--- src/rtl/mii_rx_framer.sv ---
// Framer: hunts preamble nibbles and the delimiter, packs nibbles into bytes
// (low nibble first) and reports the end of frame with an odd-nibble flag.
// Assumes one nibble per clock while rx_dv is high. All outputs are registered.
module mii_rx_framer (
    input  logic       clk,
    input  logic       rst_n,
    input  logic       rx_dv,
    input  logic [3:0] rx_nib,
    input  logic       hold,
    output logic       sof,
    output logic       byte_vld,
    output logic [7:0] byte_out,
    output logic       frame_end,
    output logic       dribble
);

    typedef enum logic [1:0] {S_IDLE, S_HUNT, S_DATA, S_DROP} fr_state_t;

    fr_state_t  state_q;
    logic       phase_q;
    logic [3:0] low_q;

    // Frame state machine and nibble pairing
    always_ff @(posedge clk) begin
        if (!rst_n) begin
            state_q   <= S_IDLE;
            phase_q   <= 1'b0;
            low_q     <= '0;
            sof       <= 1'b0;
            byte_vld  <= 1'b0;
            byte_out  <= '0;
            frame_end <= 1'b0;
            dribble   <= 1'b0;
        end else begin
            sof       <= 1'b0;
            byte_vld  <= 1'b0;
            frame_end <= 1'b0;
            unique case (state_q)
                S_IDLE: if (rx_dv) begin
                    state_q <= (!hold && rx_nib == 4'h5) ? S_HUNT : S_DROP;
                end
                S_HUNT: begin
                    if (!rx_dv) begin
                        state_q <= S_IDLE;
                    end else if (rx_nib == 4'hD) begin
                        state_q <= S_DATA;
                        sof     <= 1'b1;
                        phase_q <= 1'b0;
                    end else if (rx_nib != 4'h5) begin
                        state_q <= S_DROP;
                    end
                end
                S_DATA: begin
                    if (!rx_dv) begin
                        state_q   <= S_IDLE;
                        frame_end <= 1'b1;
                        dribble   <= phase_q;
                    end else if (!phase_q) begin
                        low_q   <= rx_nib;
                        phase_q <= 1'b1;
                    end else begin
                        byte_out <= {rx_nib, low_q};
                        byte_vld <= 1'b1;
                        phase_q  <= 1'b0;
                    end
                end
                default: if (!rx_dv) state_q <= S_IDLE;
            endcase
        end
    end

    // a byte strobe only follows a cycle spent in the data state
    p_byte_in_data_r1: assert property (@(posedge clk) disable iff (!rst_n)
        byte_vld |-> $past(state_q) == S_DATA);

    // the end marker never coincides with a byte strobe
    p_end_not_byte_r3: assert property (@(posedge clk) disable iff (!rst_n)
        frame_end |-> !byte_vld);

endmodule

--- config.mk ---
export PLATFORM = sky130hd
export DESIGN_NAME = mii_rx_framer
export DESIGN_NICKNAME = d
export VERILOG_FILES = /design/src/rtl/mii_rx_framer.sv
export SDC_FILE = /design/constraint.sdc
export NUM_CORES = 1
export LEC_CHECK = 0
export BUFFER_PORTS_ARGS = -buffer_cell sky130_fd_sc_hd__buf_2
export CORE_UTILIZATION = 48
export CTS_BUF_LIST = sky130_fd_sc_hd__clkbuf_4 sky130_fd_sc_hd__clkbuf_8 sky130_fd_sc_hd__clkbuf_16
export CTS_CLUSTER_DIAMETER = 30
export DETAILED_ROUTE_END_ITERATION = 8
export PLACE_DENSITY = 0.81
export SLEW_MARGIN = 10
export SYNTH_ARGS = -nofsm -noshare
export SYNTH_HDL_FRONTEND = slang
export SYNTH_SLANG_ARGS = --single-unit
--- constraint.sdc ---
create_clock -name clk -period 1.2 [get_ports clk]
set_input_delay 0.12 -clock clk [delete_from_list [all_inputs] [get_ports clk]]
set_output_delay 0.12 -clock clk [all_outputs]
set_load 0.03 [all_outputs]
==> flow_summary.ini <==
[run_status]
outcome = finished, final reports clean

[synthesis]
yosysSeqAreaShare = 0.5333
postSynthNetCount = 80
synth.cell_area_um2 = 713.2
syn_inst = 72
yosys.cell_types.count = 20
synthFlopType = dfxtp_1
async_flop_share = 0
synth_area_per_cell_um2 = 9.905
yosys_warnings = 0
synth-edff-count = 0
ys_ff_latch = 19

[power_and_ir_drop]
p_per_area_nw_per_um2 = 1251
peakVddDrop_v = 0.0008087
leakage_nw = 0.3998

[route]
num_vias = 562
wl_per_cell_um = 11.98
drt_iter0_drc = 3
ant_nets = 0
drtPass1Iterations = 5
viasPerCell = 5.252
drc = 0
routed_wl_um = 1282

[die]
dieArea_um2 = 1644
ioPinCount = 20
core_area_um2 = 1334
rows = 13
die_height_um = 40.55
die_x_um = 40.55
start_util = 0.5347

[final_layout]
antenna_cells = 0
stdcell_count = 107
area_growth_pct = 17.37
fillers = 121
final_nets = 101
final_cell_mix = 19 x dfxtp_1, 19 x buf_2, 9 x nand2_1, 9 x nand3_1, 8 x o21ai_0
drive_gt1_frac = 0.3043
fin_util = 0.6276

[worst_setup_path]
critPathTopFamily = simple AND/OR/NAND/NOR gates
cp_max_fo = 7
crit_buf_inv = 0
path_class = reg -> reg
arrival_ns = 1.38
cp.required_ns = 1.43
slowest_delay_ns = 0.38
endpoint_kind = flop
crit_chain = and3b_1 > nor2b_4 > mux2i_1
cpMaxStageDelayCell = dfxtp_1
cp-start-kind = flop

[sta]
min_period_ns = 1.148
fmax_mhz = 870.8
relSlewSlack = 0.7905
setup_violations = 0
rsz0062_at_grt = false
skew_ns = 0.002278
max_slew.worst_pin.slew_ns = 0.3143
drv_slew = 0
period_share = 0.9570
hold_viol_final = 0
tns_ns = 0

[placement]
portBuffers = 19
place.gp.congestion = 0.7378
placedCellCount = 103
post-dp-hpwl_um = 925.5

[global_route]
grt_pass1_vias = 538
grt_util_all_layers = 0.2140
antenna_found_initial = 0
grt_max_degree = 21
grt_pass1_wl_um = 2256
grt-ovfl-total = 0

[clock_tree]
clk_root_buffer_cell = clkbuf_4
cts_made_buffers = 3
cts-htree-levels = 1
clock_sinks = 19
postCtsHoldBufs = 0
cts_tree = built
clk_latency_ns = 0.29
cts_buffer_depth = 2
clkTransAtPathRegs_ns = 0.11

[worst_hold_path]
hold_path.class = in -> reg

[job]
cap_violations = 0
-- cell usage after synthesis, drive strengths merged, types with 2 or more instances --
master   n  area (µm²)
nand2    9       33.78
o21ai    9       45.04
clkbuf   2       7.510
buf      2       22.52
mux2i    5       50.05
a21oi    2       10.01
inv      2       7.510
nand3    9       45.04
dfxtp   19       380.4
nor2     4       15.01
-- layout make-up --
type / instances / area (µm²) / area share
Sequential cell: 19 / 380.4 / 0.4544
Multi-Input combinational cell: 47 / 300.3 / 0.3587
Timing Repair Buffer: 20 / 102.6 / 0.1226
Clock buffer: 3 / 22.52 / 0.02691
Tap cell: 15 / 18.77 / 0.02242
Inverter: 2 / 7.507 / 0.008969
Clock inverter: 1 / 5.005 / 0.005979
-- tightest hold or removal path: cells and delay by family --
kind                   cells  cell delay [ns]
buffers and inverters      1             0.12
and+or+nand+nor            2             0.11
-- power by group --
part / switching, mW / total, mW / internal [mW]
sequential: 0.00984 / 0.652 / 0.642
combinational: 0.0446 / 0.0775 / 0.0329
clock: 0.194 / 0.318 / 0.124
total: 0.248 / 1.05 / 0.799
-- metal layers --
layer,wire length (µm),GRT usage
met5,0,0
met1,590,0.2550
met4,13,0.1250
met2,614,0.3452
met3,63,0.05000
-- cell families (layout without fill, tap and decap cells) --
kind of cell,Yosys count,count (layout),synth area share
flops,19,19,0.5333
mux,5,5,0.07018
simple gates,29,29,0.2456
compound gates,13,13,0.09825
buf+inv,6,26,0.05264
-- registers in the layout, indices dropped and copies added (netlist names) --
| signal | cells |
|---|---|
| byte_vld | 1 |
| low_q | 4 |
| frame_end | 1 |
| state_q | 2 |
| phase_q | 1 |
| byte_out | 8 |
| sof | 1 |
| dribble | 1 |
-- path summary, 6_finish.rpt --
check / start / end / slack [ns] / cells after the start
worst max-delay path: state_q[0]$_SDFFE_PN0P_ / low_q[0]$_SDFFE_PN0P_ / 0.05 / 3
worst min-delay path: rx_nib[3] / sof$_SDFF_PN0_ / 0.09 / 3
worst max register to register: state_q[0]$_SDFFE_PN0P_ / low_q[0]$_SDFFE_PN0P_ / 0.05 / 3
worst min register to register: byte_out[7]$_SDFFE_PN0P_ / byte_out[7]$_SDFFE_PN0P_ / 0.46 / 2
-- repair_timing --
| action | 4_1_cts | 5_1_grt |
|---|---|---|
| gates resized for setup | 0 | 1 |
| buffers inserted | 0 | 0 |
| endpoints found under the hold margin | 0 | 0 |
| setup endpoints to repair | 0 | 1 |
-- stage by stage --
step / instance area [µm²] / hold slack, ns / worst slack [ns] / power, mW
6_report: 837.1 / 0.08503 / 0.05161 / 1.047
5_1_grt: 837.1 / 0.08926 / 0.007435 / 1.089
4_1_cts: 832.0 / 0.07237 / 0.02135 / 1.056
2_1_floorplan: 713.2 / 0.2284 / 0.1687 / 0.7159
3_5_place_dp: 804.5 / 0.3959 / 0.05891 / 0.7421
3_3_place_gp: 804.5 / 0.3965 / 0.1044 / 0.7397
No activity file was read; power rests on OpenSTA's default activity.
